$ cat src/rtl/sonet_align_pkg.sv
package sonet_align_pkg;

  // Hunt controller states.
  typedef enum logic [1:0] {
    ST_IDLE    = 2'b00,  // not hunting, phase free-running
    ST_SEARCH  = 2'b01,  // comparing every bit window with the pattern
    ST_ALIGNED = 2'b10   // locked by a match, waiting for a frame pulse
  } hunt_state_e;

  // SONET A1 framing byte, first line bit in the MSB.
  localparam logic [7:0] A1_BYTE = 8'hF6;

endpackage

$ cat src/rtl/sonet_align_shift.sv
module sonet_align_shift #(
  parameter int unsigned         WORD_W  = 8,
  parameter logic [WORD_W-1:0]   PATTERN = '1
) (
  input  logic              clk_i,
  input  logic              rst_ni,
  input  logic              ser_i,
  output logic [WORD_W-1:0] word_o,
  output logic              match_o
);

  localparam int unsigned HIST_W = WORD_W - 1;

  logic [HIST_W-1:0] hist_q;
  logic [HIST_W-1:0] hist_d;

  // Window of the newest WORD_W bits: the oldest in the MSB.
  always_comb begin
    word_o  = {hist_q, ser_i};
    match_o = (word_o == PATTERN);
    hist_d  = word_o[HIST_W-1:0];
  end

  always_ff @(posedge clk_i or negedge rst_ni) begin
    if (!rst_ni) begin
      hist_q <= '0;
    end else begin
      hist_q <= hist_d;
    end
  end

  // each window continues the one before it by one bit.
  p_window_shift_r5 : assert property (@(posedge clk_i) disable iff (!rst_ni)
    1'b1 |=> word_o[WORD_W-1:1] == $past(word_o[WORD_W-2:0]));

endmodule

$ cat src/rtl/sonet_hunt_ctrl.sv
module sonet_hunt_ctrl
  import sonet_align_pkg::*;
#(
  parameter int unsigned EDGE_PIPE = 2
) (
  input  logic clk_i,
  input  logic rst_ni,
  input  logic oof_n_i,
  input  logic dis_i,
  input  logic frame_i,
  input  logic match_i,
  output logic search_o,
  output logic realign_o,
  output logic valid_o
);

  localparam int unsigned LAST = EDGE_PIPE - 1;

  logic [EDGE_PIPE-1:0] pipe_q;
  hunt_state_e          state_q, state_d;
  logic                 valid_q, valid_d;
  logic                 fall;
  logic                 arm;
  logic                 stop;

  // Sampling pipe for the out-of-frame input, reset to the idle (high) level.
  generate
    for (genvar k = 0; k < EDGE_PIPE; k++) begin : g_pipe
      if (k == 0) begin : g_head
        always_ff @(posedge clk_i or negedge rst_ni) begin
          if (!rst_ni) pipe_q[0] <= 1'b1;
          else         pipe_q[0] <= oof_n_i;
        end
      end else begin : g_tail
        always_ff @(posedge clk_i or negedge rst_ni) begin
          if (!rst_ni) pipe_q[k] <= 1'b1;
          else         pipe_q[k] <= pipe_q[k-1];
        end
      end
    end
  endgenerate

  always_comb begin
    fall  = pipe_q[LAST] & ~pipe_q[LAST-1];
    arm   = fall & ~dis_i;
    stop  = (fall & dis_i) | frame_i;

    state_d   = state_q;
    valid_d   = valid_q;
    realign_o = 1'b0;

    if (arm) begin
      state_d = ST_SEARCH;
      valid_d = 1'b0;
    end else if (stop) begin
      state_d = ST_IDLE;
    end else if ((state_q == ST_SEARCH) && match_i) begin
      state_d   = ST_ALIGNED;
      valid_d   = 1'b1;
      realign_o = 1'b1;
    end

    search_o = (state_q == ST_SEARCH);
    valid_o  = valid_q;
  end

  always_ff @(posedge clk_i or negedge rst_ni) begin
    if (!rst_ni) begin
      state_q <= ST_IDLE;
      valid_q <= 1'b0;
    end else begin
      state_q <= state_d;
      valid_q <= valid_d;
    end
  end

  // an enabled falling edge starts the search and clears validity.
  p_arm_r2 : assert property (@(posedge clk_i) disable iff (!rst_ni)
    (fall && !dis_i) |=> (search_o && !valid_o));

  // a disabled falling edge never leaves the block searching.
  p_dis_stop_r8 : assert property (@(posedge clk_i) disable iff (!rst_ni)
    (fall && dis_i) |=> !search_o);

  // a frame pulse stops the search unless arming coincides.
  p_frame_stop_r7 : assert property (@(posedge clk_i) disable iff (!rst_ni)
    (frame_i && !(fall && !dis_i)) |=> !search_o);

  // validity only rises out of a search that saw the pattern.
  p_valid_src_r4 : assert property (@(posedge clk_i) disable iff (!rst_ni)
    $rose(valid_o) |-> $past(search_o && match_i));

  // no encoding outside the three states.
  p_state_legal_r1 : assert property (@(posedge clk_i) disable iff (!rst_ni)
    state_q != 2'b11);

endmodule

$ cat src/rtl/sonet_phase_ctr.sv
module sonet_phase_ctr #(
  parameter int unsigned WORD_W = 8
) (
  input  logic              clk_i,
  input  logic              rst_ni,
  input  logic [WORD_W-1:0] word_i,
  input  logic              realign_i,
  input  logic              search_i,
  output logic [WORD_W-1:0] par_o,
  output logic              strobe_o
);

  localparam int unsigned          CNT_W = $clog2(WORD_W);
  localparam logic [CNT_W-1:0]     CNT_LAST = CNT_W'(WORD_W - 1);

  logic [CNT_W-1:0]  cnt_q, cnt_d;
  logic [WORD_W-1:0] par_q, par_d;
  logic              strobe_q, strobe_d;
  logic              wrap;
  logic              load_en;

  always_comb begin
    wrap    = (cnt_q == CNT_LAST);
    load_en = realign_i | (wrap & ~search_i);

    if (realign_i)  cnt_d = '0;
    else if (wrap)  cnt_d = '0;
    else            cnt_d = cnt_q + CNT_W'(1);

    strobe_d = load_en;
    par_d    = load_en ? word_i : par_q;

    par_o    = par_q;
    strobe_o = strobe_q;
  end

  always_ff @(posedge clk_i or negedge rst_ni) begin
    if (!rst_ni) begin
      cnt_q    <= '0;
      par_q    <= '0;
      strobe_q <= 1'b0;
    end else begin
      cnt_q    <= cnt_d;
      strobe_q <= strobe_d;
      if (load_en) begin
        par_q <= par_d;
      end
    end
  end

  // a realignment puts the matching window on the bus with a strobe.
  p_lock_load_r4 : assert property (@(posedge clk_i) disable iff (!rst_ni)
    realign_i |=> (strobe_o && (par_o == $past(word_i))));

  // a search without a match keeps the bus quiet and still.
  p_quiet_r3 : assert property (@(posedge clk_i) disable iff (!rst_ni)
    (search_i && !realign_i) |=> (!strobe_o && $stable(par_o)));

  // the strobe is a single-cycle pulse.
  p_pulse_r5 : assert property (@(posedge clk_i) disable iff (!rst_ni)
    strobe_o |=> !strobe_o);

endmodule

$ cat src/rtl/sonet_word_aligner.sv
module sonet_word_aligner
  import sonet_align_pkg::*;
#(
  parameter int unsigned       WORD_W    = 8,
  parameter logic [WORD_W-1:0] SYNC_WORD = A1_BYTE,
  parameter int unsigned       EDGE_PIPE = 2
) (
  input  logic              clk,
  input  logic              rst_n,
  input  logic              ser_in,
  input  logic              oof_n,
  input  logic              hunt_dis,
  input  logic              frame_pulse,
  output logic [WORD_W-1:0] par_out,
  output logic              byte_strobe,
  output logic              data_valid,
  output logic              hunting
);

  logic [WORD_W-1:0] window;
  logic              match;
  logic              realign;
  logic              search;

  sonet_align_shift #(
    .WORD_W  (WORD_W),
    .PATTERN (SYNC_WORD)
  ) u_shift (
    .clk_i   (clk),
    .rst_ni  (rst_n),
    .ser_i   (ser_in),
    .word_o  (window),
    .match_o (match)
  );

  sonet_hunt_ctrl #(
    .EDGE_PIPE (EDGE_PIPE)
  ) u_ctrl (
    .clk_i     (clk),
    .rst_ni    (rst_n),
    .oof_n_i   (oof_n),
    .dis_i     (hunt_dis),
    .frame_i   (frame_pulse),
    .match_i   (match),
    .search_o  (search),
    .realign_o (realign),
    .valid_o   (data_valid)
  );

  sonet_phase_ctr #(
    .WORD_W (WORD_W)
  ) u_phase (
    .clk_i     (clk),
    .rst_ni    (rst_n),
    .word_i    (window),
    .realign_i (realign),
    .search_i  (search),
    .par_o     (par_out),
    .strobe_o  (byte_strobe)
  );

  assign hunting = search;

  // a lock leaves the search and raises validity together.
  p_lock_exit_r4 : assert property (@(posedge clk) disable iff (!rst_n)
    $fell(hunting) && data_valid |-> byte_strobe);

  // validity never drops except through arming.
  p_valid_hold_r6 : assert property (@(posedge clk) disable iff (!rst_n)
    $fell(data_valid) |-> hunting);

endmodule

$ cat config.mk
export PLATFORM = sky130hd
export DESIGN_NAME = sonet_word_aligner
export DESIGN_NICKNAME = d
export VERILOG_FILES = /design/src/rtl/sonet_align_pkg.sv /design/src/rtl/sonet_align_shift.sv /design/src/rtl/sonet_hunt_ctrl.sv /design/src/rtl/sonet_phase_ctr.sv /design/src/rtl/sonet_word_aligner.sv
export SDC_FILE = /design/constraint.sdc
export NUM_CORES = 1
export LEC_CHECK = 0
export CAP_MARGIN = 30
export CORE_UTILIZATION = 44
export DETAILED_ROUTE_END_ITERATION = 6
export PLACE_DENSITY = 0.83
export SYNTH_ARGS = -nofsm -noshare
export SYNTH_HDL_FRONTEND = slang
export SYNTH_HIERARCHICAL = 1
export SYNTH_SLANG_ARGS = --single-unit
$ cat constraint.sdc
create_clock -name clk -period 1.9 [get_ports clk]
set_input_delay 0.19 -clock clk [delete_from_list [all_inputs] [get_ports clk]]
set_output_delay 0.19 -clock clk [all_outputs]
set_load 0.01 [all_outputs]
-- Word level (Yosys, flattened, before mapping)
Cells that the tools add are included.
- register bits after elaboration: 24
- word-level logic and storage cells: 37
- output and inout port bits: 11
- bitwise operators: 9
- add/subtract/negate cells: 1
- muxes and demuxes: 11
- equal/unequal tests: 4
- reduce and logical (&&, ||, !) cells: 4
- operator list (kind ; count):
    8-bit equality test (second input constant) ; 1
    1-bit 2-to-1 mux ; 6
    2-bit 2-to-1 mux ; 3
    3-bit 2-to-1 mux ; 2
    1-bit AND ; 4
    3-bit by 1-bit adder with 3-bit output (second input constant) ; 1
    3-bit equality test (second input constant) ; 1
    1-bit inverter ; 3
    3-bit nonzero test ; 1
    2-bit by 1-bit equality test with 1-bit output (second input constant) ; 1
    2-bit by 1-bit inequality test with 1-bit output (second input constant) ; 1
    1-bit bitwise OR ; 2
    2-bit AND reduction ; 1
    2-bit nonzero test ; 1
    1-bit logical AND ; 1

-- Longest topological paths before layout
- depth after elaboration: 7
- mapped depth: 6
- mapped depth without buffers: 6

-- Cells and area by module
The synthesis kept the hierarchy.
- modules (own cells, without submodules) (module ; sequential area each (um2) ; cells an instance ; times used ; area each (um2)):
    sonet_phase_ctr ; 300.3 ; 28 ; 1 ; 456.7
    sonet_hunt_ctrl ; 127.6 ; 18 ; 1 ; 230.2
    sonet_align_shift ; 175.2 ; 11 ; 1 ; 203.9

-- Worst setup path before layout
Ideal clock, no wire load.
- path type: reg-to-reg
- start point: register u_shift.hist_q[2]
- end point: register u_phase.par_q[0] (netlist: u_phase/par_o[0])
- setup time: 0.125 ns
- stages on the path, launching flop included: 7
- path buffers: 0
- data required time: 1.775 ns
- path slack: 0.127 ns
- arrival: 1.648 ns
- cells stage by stage: dfrtp_1 nand4bb_1 nor2_1 nand3b_4 nor3_1 a21oi_4 mux2_2
- longest elaborated chain between the ends: 6
- ends and longest elaborated chain (element ; RTL line ; RTL):
    start, declared ; sonet_align_shift.sv:14 ; logic [HIST_W-1:0] hist_q;
    start signal, assigned ; sonet_align_shift.sv:28 ; hist_q <= hist_d;
    8-bit equality test ; sonet_align_shift.sv:20 ; match_o = (word_o == PATTERN);
    via match ; sonet_word_aligner.sv:21 ; logic match;
    1-bit logical AND ; sonet_hunt_ctrl.sv:57 ; end else if ((state_q == ST_SEARCH) && match_i) begin
    1-bit 2-to-1 mux ; sonet_hunt_ctrl.sv:57 ;
    1-bit 2-to-1 mux ; sonet_hunt_ctrl.sv:55 ; end else if (stop) begin
    1-bit 2-to-1 mux ; sonet_hunt_ctrl.sv:52 ; if (arm) begin
    via realign ; sonet_word_aligner.sv:22 ; logic realign;
    1-bit bitwise OR ; sonet_phase_ctr.sv:24 ; load_en = realign_i | (wrap & ~search_i);
    end signal, assigned ; sonet_phase_ctr.sv:46 ; par_q <= par_d;
    end, declared ; sonet_phase_ctr.sv:17 ; logic [WORD_W-1:0] par_q, par_d;
The timed path passes the listed nets, and every way through them passes these cells.
A chain may end at the register's enable or synchronous reset.

-- Final worst setup path
- start point: register u_ctrl.pipe_q[1]
- end point: register u_phase.par_q[1] (netlist: u_phase/par_o[1])
- longest elaborated chain between the ends: 6
- elaborated cells on any way between the ends: 7
- those cells by class: mux: 2; bitwise: 5
- ends and longest elaborated chain (element ; RTL line ; RTL):
    start, declared ; sonet_hunt_ctrl.sv:19 ; logic [EDGE_PIPE-1:0] pipe_q;
    start signal, assigned by index ; sonet_hunt_ctrl.sv:37 ; else pipe_q[k] <= pipe_q[k-1];
    1-bit AND * ; sonet_hunt_ctrl.sv:44 ; fall = pipe_q[LAST] & ~pipe_q[LAST-1];
    1-bit AND ; sonet_hunt_ctrl.sv:46 ; stop = (fall & dis_i) | frame_i;
    1-bit bitwise OR ; sonet_hunt_ctrl.sv:46 ;
    1-bit 2-to-1 mux ; sonet_hunt_ctrl.sv:55 ;
    1-bit 2-to-1 mux * ; sonet_hunt_ctrl.sv:52 ;
    via realign ; sonet_word_aligner.sv:22 ;
    1-bit bitwise OR * ; sonet_phase_ctr.sv:24 ;
The timed path passes the listed nets; every way through them passes the cells marked *.

==> flow_summary_export.csv <==
group,metric,value,unit
flow_run,drv_cap,0,
routing,ant_nets,0,
routing,drt-total-wl,1440,um
synthesis,syn_area,891,um^2
sta,setup_viol,0,
power,power,1.21,mW
cells_and_area,diodes,0,
routing,avgViaCountPerCell,4.83,
cells_and_area,final_util,63.3,%
sta,period_share,91.0,%
worst_hold_path,holdCritPathClass,"in -> async",
worst_setup_path,crit_arrival,1.93,ns
global_route,grt_usage,15.7,%
sta,worst_pin_slew,0.446,ns
worst_setup_path,worst_setup_path_start_kind,"flip-flop",
floorplanning,dieHeight,47.0,um
global_route,grt_pass1_wl,2260,um
global_route,grt-ovfl-total,0,
synthesis,syn-num-nets,65,
cells_and_area,area_growth,28.1,%
floorplanning,ioPinCount,17,
floorplanning,dieArea,2210,um^2
synthesis,yosysWarnings,6,
sta,fin_skew,0.00714,ns
sta,max_freq,0.578,GHz
cells_and_area,final_nets,89,
global_route,grt_max_degree,16,
worst_setup_path,r2r_slack,0.17,ns
floorplanning,die_w,47.0,um
worst_setup_path,reg2reg_from,"u_ctrl/pipe_q[1]$_DFF_PN1_",
sta,final_max_slew_viol_count,0,
place,numPortBuffers,16,
routing,drtIter0Drc,3,
power,pwr_density_cell,1060,nW/um^2
clocking,ctsResizeCount,0,
routing,num_vias,507,
clocking,path_clk_slew,0.12,ns
worst_setup_path,timing.rr.end,"u_phase/par_o[1]$_DFFE_PN0P_",
place,hpwl,1110,um
clocking,clock_latency,0.30,ns
clocking,cts_sinks,24,
floorplanning,core,1800,um^2
clocking,cts_tree,"built",
synthesis,synth_cells,57,
sta,rsz0062_at_grt,"false",
cells_and_area,drive_gt1_share,27.5,%
power,leakagePower,0.531,nW
worst_setup_path,crit_type,"reg -> reg",
worst_setup_path,crit_path_end_kind,"flip-flop",
clocking,postCtsSetupRepairBufs,0,
power,ir_drop,0.746,mV
synthesis,synth-seq-cells,24,
sta,final_hold_viol_count,0,
clocking,cts_root_buf,"clkbuf_4",
worst_setup_path,critPathMaxFanout,9,
routing,drcViolationCount,0,
floorplanning,placementRows,15,
place,place.gp.congestion,0.684,
clocking,cts_hold_buf,0,
run_status,status,"finished, final reports clean",
clocking,numCtsBuffers,3,
global_route,antenna_found_initial,0,
clocking,cts-htree-levels,1,
worst_setup_path,cp.required,2.10,ns
worst_setup_path,reg2reg_depth,5,
synthesis,synth_cell_type_count,19,
sta,period_minus_slack,1.73,ns
routing,wl_per_cell,13.7,um
global_route,first_global_vias,514,
clocking,cts_buffer_depth,2,
routing,first_pass_iters,4,
sta,relSlewSlack,70.2,%
synthesis,yosysSeqAreaShare,67.7,%
synthesis,avgSynthCellArea,15.6,um^2
floorplanning,start_util,49.4,%
-- cell usage in the layout (no fill, tap or decap), drive strengths merged --
cell type      instances
nand4bb                1
nand4                  1
nand3b                 1
ha                     2
a211oi                 1
mux2                   8
dfstp                  2
o32ai                  1
nor2b                  4
nand2b                 2
a21oi                  1
nor3                   2
inv                    5
dfrtp                 22
buf                    4
clkbuf                 4
nor2                   1
nor3b                  1
clkdlybuf4s50         16
a41o                   1
-- flip-flops by register name, summed over array words and instances, names as in the netlist --
name and count:
u_phase/cnt_q 3, u_phase/par_o 8, u_ctrl/pipe_q 2, u_shift/hist_q 7
u_phase/strobe_o 1, u_ctrl/valid_o 1, u_ctrl/state_q 2
-- metal layers --
layer	GRT usage, %	vias up	wire length, um
met5	0	-	0
met4	8.57	0	18
met3	2.31	2	45
met2	28.9	11	772
met1	17.1	253	599
li1	-	241	-
-- power breakdown --
part           leakage [nW]  switching [mW]  internal [mW]
registers             0.287          0.0478          0.606
clock network        0.0210           0.139          0.117
logic                 0.223           0.105          0.195
-- worst max path at each step --
stage                                              from                            to  slack (ns)  depth (start not counted)
after floorplan             u_shift/hist_q[2]$_DFF_PN0_  u_phase/par_o[0]$_DFFE_PN0P_        0.13                          6
after global placement                           ser_in  u_phase/par_o[2]$_DFFE_PN0P_       -0.03                          8
after detailed placement                         ser_in  u_phase/par_o[1]$_DFFE_PN0P_       -0.08                          8
after CTS                 u_ctrl/state_q[0]$_DFFE_PN0P_                       hunting        0.16                          2
after global routing        u_shift/hist_q[2]$_DFF_PN0_  u_phase/par_o[5]$_DFFE_PN0P_        0.07                          7
final                        u_ctrl/pipe_q[1]$_DFF_PN1_  u_phase/par_o[1]$_DFFE_PN0P_        0.17                          5
-- synth_stat cells --
master / number / share of area [%]
ha_1: 2 / 2.8
nand3b_4: 1 / 2.2
nand4bb_1: 1 / 1.3
nor2_1: 1 / 0.42
nand2b_1: 2 / 1.4
mux2_2: 8 / 10
nor2b_2: 1 / 0.98
nor3b_2: 1 / 1.4
dfrtp_1: 22 / 62
o32ai_1: 1 / 0.98
a41o_1: 1 / 1.1
a211oi_1: 1 / 0.84
nor2b_1: 3 / 2.1
buf_4: 1 / 0.84
inv_1: 5 / 2.1
a21oi_4: 1 / 1.8
nand4_1: 1 / 0.70
nor3_1: 2 / 1.1
dfstp_2: 2 / 5.9
-- worst max-delay path, stage by stage, from the launching register on --
cell and delay [ns]:
dfstp_2 0.56, nor2b_2 0.18, nor3_1 0.07, buf_4 0.14, a21oi_4 0.28, mux2_2 0.39
-- cells by family (layout without fill, tap and decap cells) --
logic type	count (synthesis)	in the layout	share of synthesized area, %
adders and majority gates	2	2	2.81
muxes	8	8	10.1
and+or+nand+nor	13	13	11.7
DFF	24	24	67.7
buffers and inverters	6	29	2.95
AOI/OAI and AO/OA	4	4	4.78
-- stage by stage --
step                setup WS, ns  cells  hold WS, ns  instance area (um^2)  setup TNS (ns)
global placement         -0.0325    101        0.380                  1100          -0.247
finish                     0.171    105        0.181                  1140               0
floorplan                  0.127     57       -0.106                   891               0
detailed placement       -0.0836    101        0.391                  1100          -0.528
CTS                        0.158    105        0.177                  1140               0
global route              0.0680    105        0.195                  1140               0
-- final cells by class --
cell class	count	area, um^2
tap	25	31.3
multi-input combinational	27	262
sequential	24	603
timing repair buffer	20	190
inverter	5	18.8
clock buffer	4	36.3
fill	139	661
Power figures use the tool's default switching activity.
